**config.mk**
```make
export PLATFORM = sky130hd
export DESIGN_NAME = pc_next_unit
export DESIGN_NICKNAME = d
export VERILOG_FILES = /design/src/rtl/pc_next_unit.sv
export SDC_FILE = /design/constraint.sdc
export NUM_CORES = 1
export LEC_CHECK = 0
export ABC_AREA = 0
export BUFFER_PORTS_ARGS = -buffer_cell sky130_fd_sc_hd__buf_4
export CAP_MARGIN = 20
export CORE_UTILIZATION = 50
export DETAILED_ROUTE_END_ITERATION = 6
export GPL_TIMING_DRIVEN = 1
export HOLD_SLACK_MARGIN = 0.15
export PLACE_DENSITY = 0.89
export SYNTH_ARGS = -nofsm -noshare
export SYNTH_HDL_FRONTEND = slang
export SYNTH_SLANG_ARGS = --single-unit
```
**constraint.sdc**
```tcl
create_clock -name clk -period 4.44 [get_ports clk]
set_input_delay 0.444 -clock clk [delete_from_list [all_inputs] [get_ports clk]]
set_output_delay 0.444 -clock clk [all_outputs]
set_load 0.02 [all_outputs]
```
**src/rtl/pc_next_unit.sv**
```systemverilog
module pc_next_unit #(
  parameter int AW = 16,
  parameter int PAGE_W = 11,
  parameter logic [15:0] RESET_PC = 16'h0000
) (
  input  logic          clk,
  input  logic          rst_n,
  input  logic          step,
  input  logic [1:0]    ilen,
  input  logic [2:0]    kind,
  input  logic          is_call,
  input  logic          cond_en,
  input  logic          cond,
  input  logic [7:0]    op_hi,
  input  logic [7:0]    op_lo,
  input  logic [7:0]    acc,
  input  logic [AW-1:0] dptr,
  input  logic [AW-1:0] ret_addr,
  output logic [AW-1:0] pc,
  output logic [AW-1:0] pc_next,
  output logic          push_en,
  output logic [7:0]    push_lo,
  output logic [7:0]    push_hi
);
  localparam int HI_W = PAGE_W - 8;
  localparam logic [2:0] K_PAGE = 3'd1, K_LONG = 3'd2, K_REL = 3'd3,
                         K_IND = 3'd4, K_RET = 3'd5;

  logic [AW-1:0] pc_q, follow, t_page, t_long, t_rel, t_ind;
  logic [1:0]    eff_len;
  logic          skip;

  assign eff_len = (ilen == 2'd0) ? 2'd1 : ilen;
  assign follow  = pc_q + AW'(eff_len);
  assign skip    = cond_en & ~cond;

  assign t_page = {follow[AW-1:PAGE_W], op_hi[HI_W-1:0], op_lo};
  assign t_long = AW'({op_hi, op_lo});
  assign t_rel  = follow + {{(AW-8){op_lo[7]}}, op_lo};
  assign t_ind  = dptr + {{(AW-8){1'b0}}, acc};

  always_comb begin
    pc_next = follow;
    if (!skip) begin
      case (kind)
        K_PAGE:  pc_next = t_page;
        K_LONG:  pc_next = t_long;
        K_REL:   pc_next = t_rel;
        K_IND:   pc_next = t_ind;
        K_RET:   pc_next = ret_addr;
        default: pc_next = follow;
      endcase
    end
  end

  always_ff @(posedge clk) begin
    if (!rst_n)    pc_q <= RESET_PC[AW-1:0];
    else if (step) pc_q <= pc_next;
  end

  assign pc      = pc_q;
  assign push_en = step & is_call & ((kind == K_PAGE) | (kind == K_LONG));
  assign push_lo = follow[7:0];
  assign push_hi = follow[15:8];
endmodule

```
==> results of run 1 <==
[cell type report]
| cell class | count | area (um^2) |
|---|---|---|
| sequential | 16 | 320.3 |
| fill | 462 | 1642 |
| inverter | 12 | 45.04 |
| multi-input combinational | 345 | 2536 |
| tap | 72 | 90.09 |
| timing repair buffer | 118 | 885.9 |
| clock buffer | 4 | 55.05 |
[how the worst min path moves through the flow]
stage	depth (start not counted)	from	end	slack, ns
floorplan	1	rst_n	pc[0]$_SDFFE_PN0P_	0.57
global placement	2	pc[7]$_SDFFE_PN0P_	pc[7]$_SDFFE_PN0P_	0.52
detailed placement	2	pc[7]$_SDFFE_PN0P_	pc[7]$_SDFFE_PN0P_	0.53
CTS	2	rst_n	pc[0]$_SDFFE_PN0P_	0.55
global route	2	rst_n	pc[1]$_SDFFE_PN0P_	0.55
finish	2	rst_n	pc[14]$_SDFFE_PN0P_	0.55
[timing repair]
item                       in CTS  in global routing
setup endpoints to repair       0                  4
setup buffers                   0                  2
resized for setup               0                  2
[where the power goes]
part | internal, mW | switching [mW]
sequential | 0.154 | 0.0178
clock | 0.0787 | 0.0506
combinational | 0.235 | 0.288
total | 0.468 | 0.357
[cells in the mapped netlist (all sizes together) (4+ instances only)]
cell    number  share of area, %
xor2        11               4.2
nand2       31               4.0
nor3         5              0.85
inv         12               1.5
a222oi       4               1.4
xnor2       26               7.7
o31ai        5               1.3
nand3       11               1.9
a21boi       5               1.3
a221oi       4               1.2
o21ai       24               4.2
o211ai       5               1.3
clkbuf      14               1.8
nor2        30               3.8
o32ai        5               1.5
a21oi       34               5.9
and3        11               2.5
mux2i       15               5.1
a211oi       7               1.8
nand2b      10               2.1
nand3b       4               1.0
a21o        12               3.1
a31oi        9               2.1
dfxtp       16                11
ha          28                12
nor2b       11               2.3
[metal layers]
| layer | part of all wire (%) | GRT usage [%] | vias to the layer above | wire (um) |
|---|---|---|---|---|
| met1 | 41 | 39.39 | 1632 | 3885 |
| met2 | 48 | 50.87 | 190 | 4511 |
| li1 | - | - | 1661 | - |
| met3 | 8.6 | 2.644 | 21 | 809 |
| met4 | 2.1 | 10.74 | 0 | 197 |
| met5 | 0 | 0 | - | 0 |
[logic make-up (layout without fill, tap and decap cells)]
family                   count (synthesis)  in the layout  synth area share (%)
AO/OA/AOI/OAI                          133            133                 31.25
adder cells (fa/ha/maj)                 31             31                 13.95
buffers and inverters                   27            134                 3.444
XOR/XNOR                                37             37                 11.91
multiplexers                            18             18                 6.250
flip-flops                              16             16                 10.88
AND/OR/NAND/NOR                        126            126                 22.32
[worst register-to-register path, stage by stage, from the launching register on]
cell      delay [ns]
dfxtp_1         0.32
ha_1            0.23
fa_2            0.37
and3_1          0.25
nand3_1         0.14
xnor2_2         0.09
ha_1            0.37
a21oi_1         0.17
o21ai_0         0.15
a41oi_2         0.27
nor2b_1         0.09
or4b_1          0.47
a21oi_1         0.14
a211oi_1        0.10
o31ai_1         0.28
==> reports/qor.json, run 1 <==
{
  "status": "complete, no violations",
  "worstPathRequired_ns": 4.00,
  "die_area_um2": 6196,
  "cap_viol_max_count": 0,
  "power_density_nw_per_um2": 209.7,
  "ff2ff_path_depth": 14,
  "flip_flop_count_of_the_largest_register_all_copies_and_words_added": 16,
  "share_of_the_yosys_chip_area_belonging_to_registers_pct": 10.88,
  "number_of_global_route_vias_before_repair": 3217,
  "placed_cells_incl_taps": 561,
  "final_setup_tns_ns": 0,
  "tritoncts_num_sinks": 16,
  "fin_ws_ns": 0.1471,
  "row_count": 27,
  "register_to_register_setup_slack_ns": 0.91,
  "critical_setup_path_kind": "input port to output port",
  "globalRouteTotalUtil_pct": 30.00,
  "critical_path_capture_point": "pc_next[9]",
  "synth_area_per_cell_um2": 7.585,
  "timing.critical_path.fanout_max": 5,
  "final_min_period_over_clock_period_pct": 96.69,
  "worstReg2RegEnd": "pc[9]$_SDFFE_PN0P_",
  "yosysWarningCount": 0,
  "die_height_um": 78.72,
  "synth-edff-count": 0,
  "grt_max_degree": 22,
  "critPathCaptureType": "output port",
  "postRouteWirelength_um": 9404,
  "post-route-cell-area_um2": 3933,
  "io_buffers": 115,
  "critPathBufInv": 2,
  "area_delta_synth_final_pct": 33.63,
  "initial_utilization_pct": 52.79,
  "root_buffer": "clkbuf_8",
  "leading_cell_types_in_the_layout_fill_and_taps_excluded": "buf_4 (118), a21oi_1 (33), nand2_1 (31)",
  "total_power_mw": 0.8247,
  "place.detailed.hpwl_um": 7713,
  "routed-via-count": 3504,
  "total_of_hold_buffers_inserted_after_clock_tree_synthesis": 0,
  "worstPathArrival_ns": 3.85,
  "post_detailed_route_drc_marker_count": 0,
  "final_core_util_pct": 70.55,
  "ant_cells": 0,
  "drv_slew": 0,
  "fin_cells": 567,
  "design.final.nets": 594,
  "ir_worst_vdd_v": 0.0001653,
  "critical-path-top-delay-family": "simple AND/OR/NAND/NOR gates",
  "min_period_ns": 4.293,
  "critical-path-max-stage-delay_ns": 0.47,
  "synthesis.instances": 388,
  "place_congestion": 0.9630,
  "tritoncts_clock_tree": "built",
  "reg2reg_from": "pc[0]$_SDFFE_PN0P_",
  "hold_path_class": "input port to register",
  "layout-drive-gt1-share_pct": 28.28,
  "slew-limit-headroom_pct": 47.44,
  "path_cells": "buf_4, nand2b_1, ha_1, fa_2, and3_1, nand3_1, xnor2_2, ha_1, a21oi_1, o21ai_0, a41oi_2, nor2b_1, or4b_1, a21oi_1, a211oi_1, nor2_1, buf_4",
  "timing.critical_path.from": "ilen[0]",
  "tightestPinTransition_ns": 0.7855,
  "finClkSkew_ns": 0.005152,
  "synthesis.nets": 486,
  "synth_cell_type_count": 61,
  "worstSetupPathDepth": 17,
  "p_leak_nw": 1.842,
  "most_used_dff_post_synth": "dfxtp_1",
  "htree_num_levels": 1,
  "grt_overflow": 0,
  "finalHoldWorstSlack_ns": 0.5472,
  "grt_pass1_wl_um": 14900,
  "report.final.setup_viol": 0,
  "clkSlewWorstSetupHoldPaths_ns": 0.06,
  "startpoint_type": "input port",
  "hold_viol": 0,
  "timing.critical_path.slowest_stage_cell": "or4b_1",
  "synth.cell_area_um2": 2943,
  "clock.fmax_ghz": 0.2329,
  "synthArstFlopShare_pct": 0,
  "yosys_register_bits": 16,
  "antenna_left": 0,
  "cell_area_placed_um2": 3852,
  "ioPinCount": 116,
  "cts.path.max_buffers": 2,
  "drt_pass1_iterations": 5,
  "antenna_found_initial": 0,
  "clk-insertion-delay-late_ns": 0.25,
  "dr.first_iter.drc_count": 265,
  "die_w_um": 78.72,
  "coreArea_um2": 5574,
  "drt-wirelength-per-cell_um": 16.59,
  "layout.cells.most_common": "buf_4",
  "avgViaCountPerCell": 6.180,
  "dp_worst_setup_slack_ns": 0.1516,
  "cts_inserted_buffers": 3
}
Power figures use the tool's default switching activity.
==> inputs of run 2 (changes only) <==
--- a/config.mk
+++ b/config.mk
@@ -8,11 +8,13 @@
 export ABC_AREA = 0
 export BUFFER_PORTS_ARGS = -buffer_cell sky130_fd_sc_hd__buf_4
 export CAP_MARGIN = 20
+export CORE_ASPECT_RATIO = 0.8
 export CORE_UTILIZATION = 50
 export DETAILED_ROUTE_END_ITERATION = 6
 export GPL_TIMING_DRIVEN = 1
 export HOLD_SLACK_MARGIN = 0.15
 export PLACE_DENSITY = 0.89
+export SLEW_MARGIN = 20
 export SYNTH_ARGS = -nofsm -noshare
 export SYNTH_HDL_FRONTEND = slang
 export SYNTH_SLANG_ARGS = --single-unit
==> reports/qor.json, run 2 (same netlist as run 1, synthesis figures left out) <==
{
  "critical_setup_path_kind": "input port to output port",
  "hold_path_startpoint": "rst_n",
  "routed-via-count": {"value": 3609, "change": "+3.0%"},
  "ant_cells": {"value": 0, "change": "unchanged"},
  "total_switching_power": {"value": 0.3734, "unit": "mW", "change": "+4.7%"},
  "finalHoldWorstSlack": {"value": 0.5349, "unit": "ns", "change": "-0.01230 ns"},
  "min_period": {"value": 4.331, "unit": "ns", "change": "+0.03817 ns"},
  "cell_area_placed": {"value": 3867, "unit": "um^2", "change": "+0.39%"},
  "combinationalPowerShare": {"value": 65.4, "unit": "%", "change": "+2.0 points"},
  "die_w": {"value": 87.78, "unit": "um", "change": "+12%"},
  "critPathCaptureType": "output port",
  "register_to_register_setup_slack": {"value": 0.85, "unit": "ns", "change": "-0.06 ns"},
  "tritoncts_num_sinks": {"value": 16, "change": "unchanged"},
  "flip_flop_count_of_the_largest_register_all_copies_and_words_added": {"value": 16, "change": "unchanged"},
  "postCtsSetupBuffers": {"value": 0, "change": "unchanged"},
  "ioPinCount": {"value": 116, "change": "unchanged"},
  "leading_cell_types_in_the_layout_fill_and_taps_excluded": "buf_4 (117), a21oi_1 (32), nand2_1 (31)",
  "number_of_global_route_vias_before_repair": {"value": 3287, "change": "+2.2%"},
  "clkSlewWorstSetupHoldPaths": {"value": 0.06, "unit": "ns", "change": "about the same"},
  "share_seq_of_total_power": {"value": 20.9, "unit": "%", "change": "about the same"},
  "report.final.setup_viol": {"value": 0, "change": "unchanged"},
  "power_switching_share": {"value": 45.26, "unit": "%", "change": "+2.0 points"},
  "die_height": {"value": 70.62, "unit": "um", "change": "-10%"},
  "grt_most_used_layer": "met2",
  "grt_pass1_wl": {"value": 15790, "unit": "um", "change": "+6.0%"},
  "timing.critical_path.from": "ilen[0]",
  "tritoncts_clock_tree": "built",
  "row_count": {"value": 24, "change": "-11%"},
  "status": "complete, no violations",
  "area_delta_synth_final": {"value": 33.67, "unit": "%", "change": "about the same"},
  "worstPathRequired": {"value": 4.00, "unit": "ns", "change": "about the same"},
  "total_power": {"value": 0.8250, "unit": "mW", "change": "about the same"},
  "place.detailed.hpwl": {"value": 8104, "unit": "um", "change": "+5.1%"},
  "multiInputGateArea": {"value": 2551, "unit": "um^2", "change": "+0.59%"},
  "drt-wirelength-per-cell": {"value": 17.85, "unit": "um", "change": "+7.6%"},
  "globalRouteTotalUtil": {"value": 32.06, "unit": "%", "change": "+2.1 points"},
  "hold_viol": {"value": 0, "change": "unchanged"},
  "p_int": {"value": 0.4516, "unit": "mW", "change": "-3.5%"},
  "die_area": {"value": 6199, "unit": "um^2", "change": "about the same"},
  "ir_worst_vdd": {"value": 0.0001153, "unit": "V", "change": "-30%"},
  "globalRouteMet1Util": {"value": 43.97, "unit": "%", "change": "+4.6 points"},
  "startpoint_type": "input port",
  "drv_slew": {"value": 0, "change": "unchanged"},
  "finClkSkew": {"value": 0.001990, "unit": "ns", "change": "-0.003162 ns"},
  "use_met2": {"value": 52.20, "unit": "%", "change": "+1.3 points"},
  "cts_inserted_buffers": {"value": 3, "change": "unchanged"},
  "io_buffers": {"value": 115, "change": "unchanged"},
  "clock.fmax": {"value": 0.2309, "unit": "GHz", "change": "-0.88%"},
  "p_leak": {"value": 1.831, "unit": "nW", "change": "-0.56%"},
  "place_congestion": {"value": 1.123, "change": "+17%"},
  "power_density": {"value": 209.7, "unit": "nW/um^2", "change": "about the same"},
  "storage_element_area": {"value": 320.3, "unit": "um^2", "change": "unchanged"},
  "global_route.usage.met3": {"value": 4.784, "unit": "%", "change": "+2.1 points"},
  "clk-insertion-delay-late": {"value": 0.26, "unit": "ns", "change": "about the same"},
  "antenna_left": {"value": 0, "change": "unchanged"},
  "cts.path.max_buffers": {"value": 2, "change": "unchanged"},
  "htree_num_levels": {"value": 1, "change": "unchanged"},
  "fillers": {"value": 452, "change": "-2.2%"},
  "layout.cells.most_common": "buf_4",
  "dr.first_iter.drc_count": {"value": 487, "change": "+84%"},
  "grt_overflow": {"value": 0, "change": "unchanged"},
  "drt_pass1_iterations": {"value": 5, "change": "unchanged"},
  "coreArea": {"value": 5555, "unit": "um^2", "change": "-0.34%"},
  "antenna_found_initial": {"value": 0, "change": "unchanged"},
  "slew-limit-headroom": {"value": 43.98, "unit": "%", "change": "-3.5 points"},
  "power_frac_clock": {"value": 13.7, "unit": "%", "change": "-2.0 points"},
  "post_detailed_route_drc_marker_count": {"value": 0, "change": "unchanged"},
  "reg2reg_from": "pc[0]$_SDFFE_PN0P_",
  "layout-drive-gt1-share": {"value": 28.40, "unit": "%", "change": "+0.11 points"},
  "tightestPinTransition": {"value": 0.8372, "unit": "ns", "change": "+0.05174 ns"},
  "total_of_hold_buffers_inserted_after_clock_tree_synthesis": {"value": 0, "change": "unchanged"},
  "root_buffer": "clkbuf_8",
  "grt_max_degree": {"value": 22, "change": "unchanged"},
  "cts_repair_resize_count": {"value": 0, "change": "unchanged"},
  "final_min_period_over_clock_period": {"value": 97.55, "unit": "%", "change": "+0.86 points"},
  "worstPathArrival": {"value": 3.89, "unit": "ns", "change": "+0.04 ns"},
  "post-route-cell-area": {"value": 3934, "unit": "um^2", "change": "about the same"},
  "initial_utilization": {"value": 52.97, "unit": "%", "change": "+0.18 points"},
  "timing.critical_path.fanout_max": {"value": 7, "change": "+2"},
  "design.final.nets": {"value": 593, "change": "-0.17%"},
  "cap_viol_max_count": {"value": 0, "change": "unchanged"},
  "hold_path_class": "input port to register",
  "postRouteWirelength": {"value": 10190, "unit": "um", "change": "+8.4%"},
  "avgViaCountPerCell": {"value": 6.320, "change": "+2.3%"}
}
## run 2: cell count changes in the layout (fill, tap and decap cells not counted), sizes merged
cell / delta
clkbuf: -1
buf: -1
## run 2: power groups by stage
| stage | sequential, mW | combinational [mW] | clock (mW) |
|---|---|---|---|
| after floorplan | 0.184 | 0.317 | 0 |
| after global placement | 0.173 | 0.505 | 0 |
| after detailed placement | 0.174 | 0.520 | 0 |
| after CTS | 0.171 | 0.523 | 0.111 |
| after global routing | 0.173 | 0.578 | 0.115 |
| final | 0.172 | 0.540 | 0.113 |
## run 2: through the flow
stage | utilization (%) | worst slack [ns] | TNS (ns) | std cells
6_report | 70.81 | 0.1089 | 0 | 571
5_1_grt | 70.81 | -0.02775 | -0.02905 | 571
4_1_cts | 70.36 | 0.1439 | 0 | 571
3_5_place_dp | 69.62 | 0.1526 | 0 | 568
3_3_place_gp | 69.62 | 0.2582 | 0 | 568
2_1_floorplan | - | 0.3096 | 0 | 388
## run 2: layout make-up
class	count	area share, %
clock buffer	3	1.050
inverter	12	1.145
tap	78	2.481
timing repair buffer	117	22.33
multi-input combinational	345	64.85
sequential	16	8.142
## run 2: routing by layer
metal / part of all wire [%] / wire length (um) / up-vias
met4: 1.6 / 160 / 0
met3: 12 / 1256 / 27
met1: 41 / 4132 / 1640
met2: 46 / 4644 / 270
met5: 0 / 0 / -
li1: - / - / 1672
## run 2: worst paths after layout
| kind | end | cells past startpoint |
|---|---|---|
| min | pc[13]$_SDFFE_PN0P_ | 3 |
| min reg2reg | pc[10]$_SDFFE_PN0P_ | 2 |
| max reg2reg | pc[9]$_SDFFE_PN0P_ | 14 |
| max | pc_next[12] | 16 |
## run 2: worst max-delay path: stages
cell      delay [ns]
buf_4           0.11
nand2b_1        0.14
ha_1            0.22
fa_1            0.43
and3_2          0.27
nand3_1         0.11
xnor2_1         0.25
ha_1            0.40
and3_1          0.25
a211o_1         0.27
nand2_1         0.08
a31oi_1         0.06
mux2_2          0.29
a21oi_1         0.30
o21ai_1         0.11
buf_4           0.16
==> inputs of run 3 (changes only) <==
--- a/config.mk
+++ b/config.mk
@@ -13,6 +13,7 @@
 export DETAILED_ROUTE_END_ITERATION = 6
 export GPL_TIMING_DRIVEN = 1
 export HOLD_SLACK_MARGIN = 0.15
+export MAX_ROUTING_LAYER = met4
 export PLACE_DENSITY = 0.89
 export SLEW_MARGIN = 20
 export SYNTH_ARGS = -nofsm -noshare
==> reports/qor.json, run 3 (same netlist as run 1, synthesis figures left out) <==
{
  "status": "complete, no violations",
  "worstPathArrival": {"value": 3.84, "unit": "ns", "change": "-0.05 ns"},
  "report.final.setup_viol": {"value": 0, "change": "unchanged"},
  "place.detailed.hpwl": {"value": 8115, "unit": "um", "change": "+0.14%"},
  "critPathCaptureType": "output port",
  "slew-limit-headroom": {"value": 45.06, "unit": "%", "change": "+1.1 points"},
  "critical_setup_path_kind": "input port to output port",
  "dp_worst_setup_slack": {"value": 0.07498, "unit": "ns", "change": "-0.07765 ns"},
  "place_congestion": {"value": 1.154, "change": "+2.8%"},
  "row_count": {"value": 24, "change": "unchanged"},
  "coreArea": {"value": 5555, "unit": "um^2", "change": "unchanged"},
  "startpoint_type": "input port",
  "finalHoldWorstSlack": {"value": 0.5449, "unit": "ns", "change": "+0.009956 ns"},
  "drv_slew": {"value": 0, "change": "unchanged"},
  "tritoncts_num_sinks": {"value": 16, "change": "unchanged"},
  "routed-via-count": {"value": 3620, "change": "+0.30%"},
  "root_buffer": "clkbuf_8",
  "post_detailed_route_drc_marker_count": {"value": 0, "change": "unchanged"},
  "grt_overflow": {"value": 0, "change": "unchanged"},
  "ant_cells": {"value": 0, "change": "unchanged"},
  "antenna_found_initial": {"value": 0, "change": "unchanged"},
  "die_area": {"value": 6199, "unit": "um^2", "change": "unchanged"},
  "final_min_period_over_clock_period": {"value": 96.47, "unit": "%", "change": "-1.1 points"},
  "layout.cells.most_common": "buf_4",
  "die_height": {"value": 70.62, "unit": "um", "change": "unchanged"},
  "ioPinCount": {"value": 116, "change": "unchanged"},
  "min_period": {"value": 4.283, "unit": "ns", "change": "-0.04773 ns"},
  "total_of_hold_buffers_inserted_after_clock_tree_synthesis": {"value": 0, "change": "unchanged"},
  "number_of_global_route_vias_before_repair": {"value": 3382, "change": "+2.9%"},
  "postRouteWirelength": {"value": 10320, "unit": "um", "change": "+1.2%"},
  "flip_flop_count_of_the_largest_register_all_copies_and_words_added": {"value": 16, "change": "unchanged"},
  "grt_max_degree": {"value": 22, "change": "unchanged"},
  "antenna_left": {"value": 0, "change": "unchanged"},
  "hold_path_startpoint": "rst_n",
  "register_to_register_setup_slack": {"value": 0.79, "unit": "ns", "change": "-0.06 ns"},
  "area_delta_synth_final_pct": 34.10,
  "worstReg2RegEnd": "pc[14]$_SDFFE_PN0P_",
  "globalRouteTotalUtil": {"value": 33.38, "unit": "%", "change": "+1.3 points"},
  "initial_utilization": {"value": 52.97, "unit": "%", "change": "unchanged"},
  "die_w": {"value": 87.78, "unit": "um", "change": "unchanged"},
  "leading_cell_types_in_the_layout_fill_and_taps_excluded": "buf_4 (120), a21oi_1 (32), nand2_1 (31)",
  "p_leak": {"value": 1.845, "unit": "nW", "change": "+0.74%"},
  "timing.critical_path.fanout_max": {"value": 4, "change": "-3"},
  "grt_pass1_wl": {"value": 15810, "unit": "um", "change": "+0.17%"},
  "cts_inserted_buffers": {"value": 3, "change": "unchanged"},
  "io_buffers": {"value": 115, "change": "unchanged"},
  "path_cells": "buf_4, nand2b_1, ha_1, fa_2, and3_2, nand3_1, xnor2_2, ha_1, a21oi_1, o21ai_0, a41oi_2, nor2b_1, or4b_1, a21oi_1, a211oi_1, nor2_1, buf_4",
  "critical-path-max-stage-delay": {"value": 0.48, "unit": "ns", "change": "+0.05 ns"},
  "timing.critical_path.slowest_stage_cell": "or4b_1",
  "cts.path.max_buffers": {"value": 2, "change": "unchanged"},
  "fin_ws": {"value": 0.1567, "unit": "ns", "change": "+0.04773 ns"},
  "total_power": {"value": 0.8282, "unit": "mW", "change": "+0.39%"},
  "design.final.nets": {"value": 596, "change": "+0.51%"},
  "post-route-cell-area": {"value": 3946, "unit": "um^2", "change": "+0.32%"},
  "ir_worst_vdd": {"value": 0.0001182, "unit": "V", "change": "+2.5%"},
  "dr.first_iter.drc_count": {"value": 476, "change": "-2.3%"},
  "avgViaCountPerCell": {"value": 6.307, "change": "-0.22%"},
  "htree_num_levels": {"value": 1, "change": "unchanged"},
  "clkSlewWorstSetupHoldPaths": {"value": 0.06, "unit": "ns", "change": "about the same"},
  "clk-insertion-delay-late": {"value": 0.25, "unit": "ns", "change": "about the same"},
  "tightestPinTransition": {"value": 0.8211, "unit": "ns", "change": "-0.01612 ns"},
  "cell_area_placed": {"value": 3875, "unit": "um^2", "change": "+0.19%"},
  "drt_pass1_iterations": {"value": 6, "change": "+1"},
  "worstPathRequired": {"value": 4.00, "unit": "ns", "change": "about the same"},
  "tritoncts_clock_tree": "built",
  "layout-drive-gt1-share": {"value": 28.83, "unit": "%", "change": "+0.43 points"},
  "finClkSkew": {"value": 0.002871, "unit": "ns", "change": "+0.0008812 ns"},
  "critical-path-top-delay-family": "simple AND/OR/NAND/NOR gates",
  "timing.critical_path.from": "ilen[0]",
  "power_density": {"value": 209.9, "unit": "nW/um^2", "change": "about the same"},
  "hold_viol": {"value": 0, "change": "unchanged"},
  "ff2ff_path_depth": {"value": 15, "change": "+1"},
  "critPathBufInv": {"value": 2, "change": "unchanged"},
  "clock.fmax": {"value": 0.2335, "unit": "GHz", "change": "+1.1%"},
  "fin_cells": {"value": 574, "change": "+0.53%"},
  "final_core_util": {"value": 71.04, "unit": "%", "change": "+0.23 points"},
  "worstSetupPathDepth": {"value": 17, "change": "+1"},
  "drt-wirelength-per-cell": {"value": 17.98, "unit": "um", "change": "+0.71%"},
  "cap_viol_max_count": {"value": 0, "change": "unchanged"},
  "placed_cells_incl_taps": {"value": 569, "change": "+0.18%"},
  "critical_path_capture_point": "pc_next[9]",
  "hold_path_class": "input port to register",
  "final_setup_tns": {"value": 0, "unit": "ns", "change": "unchanged"},
  "reg2reg_from": "pc[1]$_SDFFE_PN0P_"
}
run 3: area by class of cell:
cell class	count	area, um^2
inverters	12	45.04
well taps	78	97.59
fillers	459	1609
clock buffers	3	41.29
repair buffers	120	900.9
multi-input cells	345	2541
flip-flops and latches	16	320.3
run 3: worst min path at each step:
| stage | slack, ns | depth (start not counted) | end |
|---|---|---|---|
| after global placement | 0.53 | 2 | pc[7]$_SDFFE_PN0P_ |
| final | 0.54 | 3 | pc[13]$_SDFFE_PN0P_ |
| after floorplan | 0.57 | 1 | pc[0]$_SDFFE_PN0P_ |
| after global routing | 0.55 | 2 | pc[5]$_SDFFE_PN0P_ |
| after detailed placement | 0.54 | 2 | pc[10]$_SDFFE_PN0P_ |
| after CTS | 0.54 | 3 | pc[13]$_SDFFE_PN0P_ |
run 3: layer usage:
layer / up-vias / global-route usage [%] / wire length, um
met5: - / - / 0
met4: 0 / 10.93 / 252
met3: 35 / 3.034 / 1177
met2: 278 / 51.85 / 4584
met1: 1634 / 45.38 / 4306
li1: 1673 / - / -
run 3: worst min-delay path, delay by kind of cell:
kind,cells,cell delay [ns]
AO/OA/AOI/OAI,2,0.13
buffers and inverters,1,0.17
run 3: timing repair:
item                                    CTS  global route
buffers inserted                          0             2
endpoints found under the setup margin    0             4
gates resized for setup                   0             4
run 3: report_power, final:
group	internal (mW)	total, mW	switching (mW)
clock	0.0602	0.111	0.0511
sequential	0.154	0.173	0.0182
combinational	0.239	0.544	0.305
total	0.454	0.828	0.374
